**src/rtl/fp_addsub_steer.sv**
```systemverilog
module fp_addsub_steer #(
  parameter int EXP_W  = 15,
  parameter int WORD_W = 32
) (
  input  logic              clk,
  input  logic              rst_n,
  input  logic              in_valid,
  input  logic              sub_sel,
  input  logic              rev,
  input  logic [1:0]        rc,
  input  logic              a_sign,
  input  logic [EXP_W-1:0]  a_exp,
  input  logic [WORD_W-1:0] a_hi,
  input  logic [WORD_W-1:0] a_lo,
  input  logic              b_sign,
  input  logic [EXP_W-1:0]  b_exp,
  input  logic [WORD_W-1:0] b_hi,
  input  logic [WORD_W-1:0] b_lo,
  output logic              out_valid,
  output logic              op_sub,
  output logic              swap,
  output logic              result_sign,
  output logic              exact_zero
);
  localparam logic [1:0] RC_DOWN = 2'b01;

  logic sa, sb_eff, diff_sign;
  logic exp_eq, hi_eq, lo_eq;
  logic a_larger, b_larger, mag_eq;
  logic n_sub, n_swap, n_sign, n_zero;

  assign sa        = a_sign ^ rev;
  assign sb_eff    = b_sign ^ rev ^ sub_sel;
  assign diff_sign = sa ^ sb_eff;

  assign exp_eq = (a_exp == b_exp);
  assign hi_eq  = (a_hi == b_hi);
  assign lo_eq  = (a_lo == b_lo);

  assign a_larger = (a_exp > b_exp) ||
                    (exp_eq && (a_hi > b_hi)) ||
                    (exp_eq && hi_eq && (a_lo > b_lo));
  assign b_larger = (a_exp < b_exp) ||
                    (exp_eq && (a_hi < b_hi)) ||
                    (exp_eq && hi_eq && (a_lo < b_lo));
  assign mag_eq   = exp_eq && hi_eq && lo_eq;

  always_comb begin
    n_sub  = diff_sign;
    n_swap = 1'b0;
    n_zero = 1'b0;
    n_sign = sa;
    if (diff_sign) begin
      if (b_larger) begin
        n_swap = 1'b1;
        n_sign = sb_eff;
      end else if (mag_eq && !a_larger) begin
        n_zero = 1'b1;
        n_sign = (rc == RC_DOWN);
      end
    end
  end

  always_ff @(posedge clk or negedge rst_n) begin
    if (!rst_n) begin
      out_valid   <= 1'b0;
      op_sub      <= 1'b0;
      swap        <= 1'b0;
      result_sign <= 1'b0;
      exact_zero  <= 1'b0;
    end else begin
      out_valid <= in_valid;
      if (in_valid) begin
        op_sub      <= n_sub;
        swap        <= n_swap;
        result_sign <= n_sign;
        exact_zero  <= n_zero;
      end
    end
  end
endmodule

```
**config.mk**
```make
export PLATFORM = sky130hd
export DESIGN_NAME = fp_addsub_steer
export DESIGN_NICKNAME = d
export VERILOG_FILES = /design/src/rtl/fp_addsub_steer.sv
export SDC_FILE = /design/constraint.sdc
export NUM_CORES = 1
export LEC_CHECK = 0
export ABC_CLOCK_PERIOD_IN_PS = 910
export BUFFER_PORTS_ARGS = -buffer_cell sky130_fd_sc_hd__buf_2
export CAP_MARGIN = 20
export CORE_ASPECT_RATIO = 1.75
export CORE_MARGIN = 4
export CORE_UTILIZATION = 23
export DETAILED_ROUTE_END_ITERATION = 7
export SYNTH_ARGS = -nofsm -noshare
export SYNTH_HDL_FRONTEND = slang
export SYNTH_SLANG_ARGS = --single-unit
export TNS_END_PERCENT = 100
```
**constraint.sdc**
```tcl
create_clock -name clk -period 0.91 [get_ports clk]
set_input_delay 0.0455 -clock clk [delete_from_list [all_inputs] [get_ports clk]]
set_output_delay 0.0455 -clock clk [all_outputs]
set_load 0.05 [all_outputs]
```
* After elaboration in Yosys (flattened, before gate mapping)
Index checks and enable logic that the tools add are counted.
** Operators by class
- Bitwise logic cells :: 4
- Multiplexer cells :: 8
- Magnitude comparators :: 6
- Eq/ne operators :: 4
- Reduce and logical (&&, ||, !) cells :: 12
** Operators with widths (number)
- $eq A32 B32 Y1 :: 2
- $gt A32 B32 Y1 :: 2
- $lt A32 B32 Y1 :: 2
- $eq A15 B15 Y1 :: 1
- $gt A15 B15 Y1 :: 1
- $lt A15 B15 Y1 :: 1
- $mux W1 :: 8
- $logic_and A1 B1 Y1 :: 7
- $logic_or A1 B1 Y1 :: 4
- $xor A1 B1 Y1 :: 4
- $eq A2 B1 Y1 const B :: 1
- $logic_not A1 Y1 :: 1
** Word-level totals
- Bits of input ports :: 167
- Register bits after elaboration :: 5
- Logic and storage cells :: 39
- Output and inout port bits :: 5

* Longest topological paths before layout
Gate-level depths: netlist of the first run.
- Depth in word-level cells :: 9
- Mapped depth :: 9
- Depth with buffers taken out :: 9

* Least setup slack after synthesis of the first run
Ideal clock, no wire load.
- Path type :: input-to-reg
- Start point :: input port b_lo[5]
- End point :: register exact_zero
- Setup time :: 0.121 ns
- Stages :: 9
- Required time :: 0.789 ns
- Setup slack :: -0.732 ns
- Buffers on the path :: 0
- Arrival :: 1.521 ns
- Cell sequence :: inv_1 > ha_1 > nand4_1 > a211oi_1 > o41a_1 > o31ai_2 > o311a_2 > nor3_2 > a22o_1
** Between the ends
- Longest elaborated chain between the ends :: 8
- Elaborated cells between the ends (all ways) :: 13
- Classes of those cells :: 2 x order compare; 1 x eq/ne; 3 x mux; 7 x reduce/logical
** Ends and longest elaborated chain
- start, declared :: RTL line 18 : input logic [WORD_W-1:0] b_lo,
- $gt A32 B32 Y1 :: RTL line 42 : (exp_eq && hi_eq && (a_lo > b_lo));
- $logic_and A1 B1 Y1 :: RTL line 42
- $logic_or A1 B1 Y1 :: RTL line 41 : (exp_eq && (a_hi > b_hi)) ||
- $logic_not A1 Y1 :: RTL line 57 : end else if (mag_eq && !a_larger) begin
- $logic_and A1 B1 Y1 :: RTL line 57
- $mux W1 :: RTL line 57
- $mux W1 (*) :: RTL line 54 : if (b_larger) begin
- $mux W1 (*) :: RTL line 53 : if (diff_sign) begin
- end signal, assigned :: RTL line 77 : exact_zero <= n_zero;
- end, declared :: RTL line 23 : output logic exact_zero
Mark *: on every way between the ends. The rest lies on a longest branch, timed or not.
A chain may end at the register's enable or synchronous reset.

* Worst setup path after layout of the first run
- Start point :: input port a_exp[6]
- End point :: register exact_zero
** Between the ends
- Longest elaborated chain between the ends :: 9
- Elaborated cells between the ends (all ways) :: 18
- Classes of those cells :: 2 x order compare; 1 x eq/ne; 3 x mux; 12 x reduce/logical
** Ends and longest elaborated chain
- start, declared :: RTL line 12 : input logic [EXP_W-1:0] a_exp,
- branches (longest 7 deep; another with $gt A15 B15 Y1)
- $mux W1 (*) :: RTL line 54
- $mux W1 (*) :: RTL line 53
Every way passes the cells marked *.

==> results of run 1 <==
## worst max-delay path, delay by kind of cell
kind                     cells  cell delay, ps
adder cells (fa/ha/maj)      1             260
buffers and inverters        3             480
AO/OA/AOI/OAI                2             420
AND/OR/NAND/NOR              4             610
## final cells by class
class	count	area, sq um
Fill cell	1005	5590
Multi-Input combinational cell	220	2290
Timing Repair Buffer	211	1280
Inverter	83	322
Tap cell	125	156
Sequential cell	5	125
Clock buffer	4	78.8
## cell families (layout without fill, tap and decap cells)
family / Yosys count / after routing / share of synthesized area
buffers and inverters: 83 / 298 / 0.135
and+or+nand+nor: 69 / 69 / 0.173
muxes: 2 / 2 / 0.00864
DFF: 5 / 5 / 0.0540
xor gates and xnor gates: 4 / 4 / 0.0151
adders and majority gates: 79 / 79 / 0.427
AOI/OAI and AO/OA: 66 / 66 / 0.188
## registers in the layout, indices dropped and copies added, names as in the netlist
register / flops
exact_zero: 1
result_sign: 1
swap: 1
out_valid: 1
op_sub: 1
## cells in the mapped netlist, drive strengths merged (2+ instances only)
library cell and number:
nand2 13, a21oi 27, a211oi 3, xnor2 3, nor3 4, o21ai 10
and4 2, nor2b 4, a21o 9, mux2i 2, ha 79, nor4 6
o2bb2ai 2, nand3 8, nor2 11, o31a 2, dfrtp 5, nand4 18
inv 83
## metal layers
metal,vias to the layer above,share of wire,track usage,routed length (um)
met2,137,0.54,0.258,4390
li1,1513,-,-,-
met3,8,0.090,0.0275,723
met4,0,0.011,0.0237,85
met1,1283,0.36,0.124,2880
met5,-,0,0,0
## worst paths after layout
path	to	depth (start not counted)
worst min-delay path	out_valid$_DFF_PN0_	1
worst max-delay path	exact_zero$_DFFE_PN0P_	10
worst max register to register	result_sign$_DFFE_PN0P_	3
max in group asynchronous	out_valid$_DFF_PN0_	2
min in group asynchronous	exact_zero$_DFFE_PN0P_	2
worst min register to register	swap$_DFFE_PN0P_	1
## timing repair
item | in CTS | in global routing
resized for setup | 26 | 55
pin swaps | 16 | 28
hold buffers | 1 | 0
endpoints found under the hold margin | 5 | 0
setup endpoints to repair | 4 | 5
setup buffers | 2 | 6
## power by group
part | switching (mW) | leakage, nW | internal [mW]
registers | 0.0175 | 0.0622 | 0.252
logic | 0.854 | 2.26 | 0.986
clock network | 0.134 | 0.0382 | 0.580
total | 1.01 | 2.36 | 1.82
## per-stage QoR
| stage | hold slack [ps] | worst slack (ps) |
|---|---|---|
| global placement | -138 | -1160 |
| CTS | 4.75 | -845 |
| detailed placement | -134 | -1180 |
| global route | 8.87 | -920 |
| finish | 5.03 | -808 |
| floorplan | -250 | -688 |
==> results by stage, run 1 <==
Die:
- The total I/O pin count is around 170.
- The initial utilization of the core area, before any placement, comes to 0.235.
- The die area is between 10000 and 15000 sq um.
- The core outline area is 9850 sq um.
- In this run the horizontal extent of the chip is approximately 84 um.
- The die outline height is between 100 and 150 um.
- Row generation in the floorplan step produced 48 rows.

Outcome:
- The final reports fail on negative setup slack.
- The run finished, with violations left.

Clock tree:
- The tree built by TritonCTS fans out to 5 sinks.
- The clock insertion delay at the later pin of the skew report is between 200 and 250 ps.
- The CTS root buffer is sky130_fd_sc_hd__clkbuf_16.
- The number of buffers created by CTS is 3.
- The H-tree level count is 1.
- The maximum buffer depth of the clock tree is 2.
- The clock tree from TritonCTS is built.
- After clock tree synthesis, the clock-pin slew on the worst setup and hold paths is 30 ps.

Yosys:
- Yosys attributes the largest share of cell area to sky130_fd_sc_hd__ha_1, sky130_fd_sc_hd__inv_1, sky130_fd_sc_hd__a21oi_1.
- The unique cell type count in the Yosys netlist is 39.
- A synthesized cell averages between 7 and 8 sq um.
- When the netlist entered floorplanning its net count stood at around 550.
- The proportion of register bits with asynchronous set or reset after synthesis is 1.00.
- The fraction of the yosys area taken by sequential cells is 0.0540.
- The dominant register cell in the synthesized netlist is sky130_fd_sc_hd__dfrtp_1.
- The count of synthesis-stage warnings from yosys is 0.
- In the synthesized netlist, the number of instances is 308.
- Of the post-synthesis cell area, the dominant cell type holds 0.427.
- Of all cell types, the one taking the most synthesized area is sky130_fd_sc_hd__ha_1.
- The summed instance area of the synthesized netlist is between 2000 and 2500 sq um.
- After synthesis the netlist holds a flip-flop and latch count of 5.
- The number of enable flip-flop cells after synthesis is 0.

Route:
- The routed layout has around 3000 vias.
- After detailed routing, the number of vias per cell comes to approximately 4.5.
- Dividing the detail-routed wire length by the instance count gives approximately 12 um.
- The count of nets left with antenna violations once routing finished came out at 0.
- The DRC violations left is 0.
- The routed design has just over 8 mm of wire.
- The number of violations reported at the end of detailed-routing iteration 0 is between 50 and 60.
- The first-pass iteration count of the detailed router is 4.

Place:
- In this run the tool buffered the top-level ports with about 170 buffer cells.
- The standard cell area after detailed placement is 3610 sq um.
- The placed wire-length estimate after detailed placement is around 7.3 mm.
- At the end of routability-driven placement, the weighted congestion stood at roughly 0.89.
- The cell total after placement is ~640.

Timing:
- Measured against its own limit, the worst slew margin works out to 0.739.
- Setup repair after global routing could not meet its margin everywhere.
- The number of pins exceeding their max-slew limit in the final report is 0.
- The worst clock skew on the final layout is 0 ps.
- Setup violations remaining at the end of the flow were counted as 4.
- The total negative setup slack is -2340 ps.
- The count of endpoints failing hold in the final timing report is 0.
- In the post-route analysis, the smallest setup slack over all paths is -808 ps.
- The final critical-path share of the clock period is 1.89.
- Timing would allow up to roughly 580 MHz.
- For the pin with the worst max-slew slack, the measured transition is just under 400 ps.
- The clock period minus final worst setup slack is approximately 1700 ps.

Power and ir drop:
- The peak supply drop is about 430 uV.
- Summed over all cells, the static leakage comes to ~2.4 nW.
- Summing internal, switching and leakage power gives 2.82 mW.
- Dividing total power by cell area gives a power density of 662 nW/um^2.

Critical path:
- The critical path arrival is approximately 1800 ps.
- The start of the worst register-to-register path is result_sign$_DFFE_PN0P_.
- The worst path required time is approximately 1000 ps.
- The worst setup path is captured at a flip-flop.
- Traced cell by cell, the critical path runs through buf_2 > ha_4 > nand4_1 > buf_4 > nor4_4 > nand4_1 > a311oi_2 > buf_4 > nor3_4 > a22o_1.
- In this run the worst path has a maximum fanout of 3.
- Across all register-to-register paths, the minimum setup slack is approximately 10 ps.
- STA classifies the critical path startpoint as a primary input.
- The slowest stage of the critical path is the sky130_fd_sc_hd__nor4_4 cell.
- The start point of the critical path is a_exp[6].
- The critical path is of the in -> reg type.
- For this run, the slowest stage of the critical path takes about 300 ps.

Job:
- The count of maximum capacitance violations is 0.

GRT:
- The total overflow left after global routing is 0.
- For this run, the total global-route usage over all layers was measured as 0.125.
- The via count of the first global-routing pass is a little over 3000.
- The maximum number of pins on one net before global-route repair is 7.
- The first global-routing pass estimated about 12 mm of wire.
- The number of antenna violations at the first check in global routing is 0.

Finish:
- In the final layout, the share of cells above drive strength 1 is 0.528.
- The area growth from synthesis to layout is 84.0%.
- The non-filler instance count after layout is 648.
- The most common library cell in the layout ignoring fill and taps is sky130_fd_sc_hd__buf_2.
- Leaving out fill and tap cells, the most frequent cells in the layout are sky130_fd_sc_hd__buf_2, sky130_fd_sc_hd__inv_1, sky130_fd_sc_hd__ha_1, sky130_fd_sc_hd__buf_4, sky130_fd_sc_hd__a21oi_1.
- Once layout is complete, the utilization of the core stands at 0.433.
- The design area is about 4300 sq um.
- The number of nets in the layout is 770.
- The number of antenna diodes is 0.

Worst hold path:
- The startpoint of the worst hold path is in_valid.
- The tightest min-delay check is of the in -> reg type.
Note: power is estimated with default switching activity, not from simulation.
==> inputs of run 2 (changes only) <==
Settings changed: BUFFER_PORTS_ARGS -buffer_cell sky130_fd_sc_hd__buf_2 to not set, DONT_BUFFER_PORTS set to 1.
==> run 2 against run 1 <==
  * The flow still finishes with violations (negative setup slack)
  * Hold slack improved by 31 ps
  * Non-clock buffer count fell by 168
  * Utilization fell by 9.5 points
  * Critical path type unchanged
  * Global-route usage fell by 0.77 points
==> results by stage, run 2 (synthesized netlist as in run 1, its figures left out) <==
Clock tree:
- The maximum buffer depth of the clock tree is 2.
- The CTS sink count is 5.
- The number of buffers created by CTS is 3.
- TritonCTS built the clock tree.
- For the worst-skew pair, the clock arrives at the later sink with an insertion delay of approximately 230 ps.
- CTS built an H-tree with a depth of 1.
- After clock tree synthesis, the clock-pin slew on the worst setup and hold paths is approximately 40 ps.
- The tree is rooted in a sky130_fd_sc_hd__clkbuf_16.

Die:
- After floorplanning, the core was divided into 48 placement rows.
- The total I/O pin count is about 170.
- The die covers about 12000 sq um.
- The die outline height is ~140 um.
- The core outline area is a little under 10000 sq um.
- The floorplan step set the die width to between 80 and 90 um.
- The initial core utilization is 0.235.

Finish:
- The library cell used most frequently in the layout, excluding fill and tap cells, is sky130_fd_sc_hd__inv_1.
- The top cell types in the final layout, fill and taps aside, are sky130_fd_sc_hd__inv_1, sky130_fd_sc_hd__ha_1, sky130_fd_sc_hd__buf_4, sky130_fd_sc_hd__a21oi_1, sky130_fd_sc_hd__ha_4.
- The final-layout fill cell count is just over 1000.
- The number of antenna diodes in the final layout is 0.
- The register cell area after layout is roughly 130 sq um.
- The area growth from synthesis to layout is 43.8%.
- The number of nets in the layout is 602.
- For this run, the number of standard cells in the final layout without fillers is 480.
- The fraction of final layout cells sized beyond drive strength 1 is 0.301.
- The design area is between 3000 and 4000 sq um.
- In the final layout, the multi-input gates occupy 2280 sq um.

Critical path:
- The delay of the slowest cell on the worst path is around 360 ps.
- The critical path goes through inv_1 > ha_1 > buf_4 > a21oi_1 > a21oi_2 > o31a_1 > a311oi_4 > nor3_4 > a22o_1.
- The kind of start point of the critical path is a primary input.
- The dominant delay contributor by cell family on the critical path is compound AO/OA/AOI/OAI gates.
- The worst setup path is captured at a flip-flop.
- The critical path is of the in -> reg type.
- The slowest cell on the critical path is sky130_fd_sc_hd__a311oi_4.
- The worst path required time is between 1000 and 1500 ps.
- The largest fanout on the critical path is 3.
- The number of buffer and inverter instances along the worst setup path is 2.
- The critical path arrival is about 1700 ps.

Timing:
- The count of endpoints failing hold in the final timing report was 0.
- The setup slack after layout is -687 ps.
- In the final timing run, aggregate negative setup slack is -1930 ps.
- Setup repair after global routing could not meet its margin everywhere.
- The routed design could run at a clock period as short as 1600 ps.
- The number of pins exceeding their max-slew limit in the final report is 0.
- The final critical-path share of the clock period is 1.75.
- For the final database, setup skew stands at 0 ps.
- The final setup violation count is 4.
- The fmax is between 600 and 700 MHz.
- For the pin with the worst max-slew slack, the measured transition is between 300 and 400 ps.
- Measured against its own limit, the worst slew margin works out to 0.784.

Power and ir drop:
- The net switching power is 0.862 mW.
- Of the total power, the share spent switching nets is 0.359.
- The total power is about 2.4 mW.
- Of the total power, the clock network draws 0.304.
- Of the total power, combinational logic draws 0.584.
- Internal power comes to roughly 1.5 mW.
- The static leakage is around 1.7 nW.
- The peak supply drop is between 400 and 500 uV.
- The power per cell area is 720 nW/um^2.
- The register share of total power is 0.113.

Route:
- After detailed routing, the average wire length per cell comes to between 15 and 20 um.
- The first-pass iteration count of the detailed router is 3.
- The count of antenna-violating nets left after detailed routing is 0.
- The routed design has 7.29 mm of wire.
- The detailed router finished its first iteration with 37 violations.
- The DRC violations left is 0.
- Dividing the detail-routed via count by the number of cells gives approximately 4.8.
- The routed layout has between 2000 and 2500 vias.

GRT:
- The total overflow left after global routing is 0.
- Across every metal layer, demand over resource in global routing totals 0.117.
- The via count of the first global-routing pass is ~2600.
- The first global-routing pass estimated 11.4 mm of wire.
- The number of antenna violations at the first check in global routing was 0.
- Entering global routing, the biggest net connects 6 pins.

Outcome:
- The final reports fail on negative setup slack.
- The flow ran to the end, but the final reports show violations.

Place:
- The congestion estimate from routability-driven global placement came to 0.830.
- The placed wire-length estimate after detailed placement is 6.57 mm.
- In this run the tool buffered the top-level ports with 0 buffer cells.
- The cell total after placement is approximately 470.
- The placed instances occupy a cell area of approximately 2800 sq um.

Job:
- The count of maximum capacitance violations is 0.

Worst hold path:
- The type of the most critical hold path is in -> reg.
## run 2: cell types whose count changed in the layout (fill, tap and decap cells not counted), sizes merged
cell and delta:
buf -168, clkbuf -2, dlygate4sd3 +1, clkinv +1
## run 2: final cells by class
cell class,instances,share of cell area
Clock buffer,3,0.0225
Multi-Input combinational cell,220,0.684
Timing Repair Buffer,43,0.105
Inverter,83,0.103
Tap cell,125,0.0470
Sequential cell,5,0.0376
Clock inverter,1,0.00150
## run 2: worst paths after layout
path	from	endpoint	slack [ps]	depth (start not counted)
max	b_hi[11]	exact_zero$_DFFE_PN0P_	-690	9
min	in_valid	swap$_DFFE_PN0P_	40	2
max reg2reg	result_sign$_DFFE_PN0P_	result_sign$_DFFE_PN0P_	40	3
min reg2reg	exact_zero$_DFFE_PN0P_	exact_zero$_DFFE_PN0P_	520	1
max in group asynchronous	rst_n	out_valid$_DFF_PN0_	570	1
min in group asynchronous	rst_n	op_sub$_DFFE_PN0P_	130	1
## run 2: per-stage QoR
step	hold slack (ps)	utilization	setup slack (ps)
finish	36.0	0.338	-687
floorplan	-250	-	-688
global route	47.1	0.338	-783
CTS	32.0	0.327	-696
detailed placement	-250	0.283	-1040
global placement	-250	0.283	-1030
## run 2: what timing repair did
| item | in CTS | in global routing |
|---|---|---|
| hold endpoints to repair | 7 | 0 |
| pin swaps | 21 | 14 |
| setup endpoints to repair | 4 | 4 |
| hold buffers | 2 | 0 |
| gates resized for setup | 53 | 17 |
| setup buffers | 4 | 1 |
## run 2: routing by layer
layer / vias to the layer above / share of wire / GRT usage
met5: - / 0 / 0
met4: 0 / 0.0037 / 0.0161
met3: 4 / 0.093 / 0.0351
met2: 122 / 0.55 / 0.240
met1: 1018 / 0.35 / 0.115
li1: 1183 / - / -
## run 2: power groups by stage
stage          registers (mW)  clock network, mW  logic [mW]
3_5_place_dp            0.272                  0        1.21
6_report                0.270              0.729        1.40
3_3_place_gp            0.272                  0        1.17
4_1_cts                 0.271              0.748        1.38
2_1_floorplan           0.369                  0       0.694
5_1_grt                 0.275              0.769        1.59
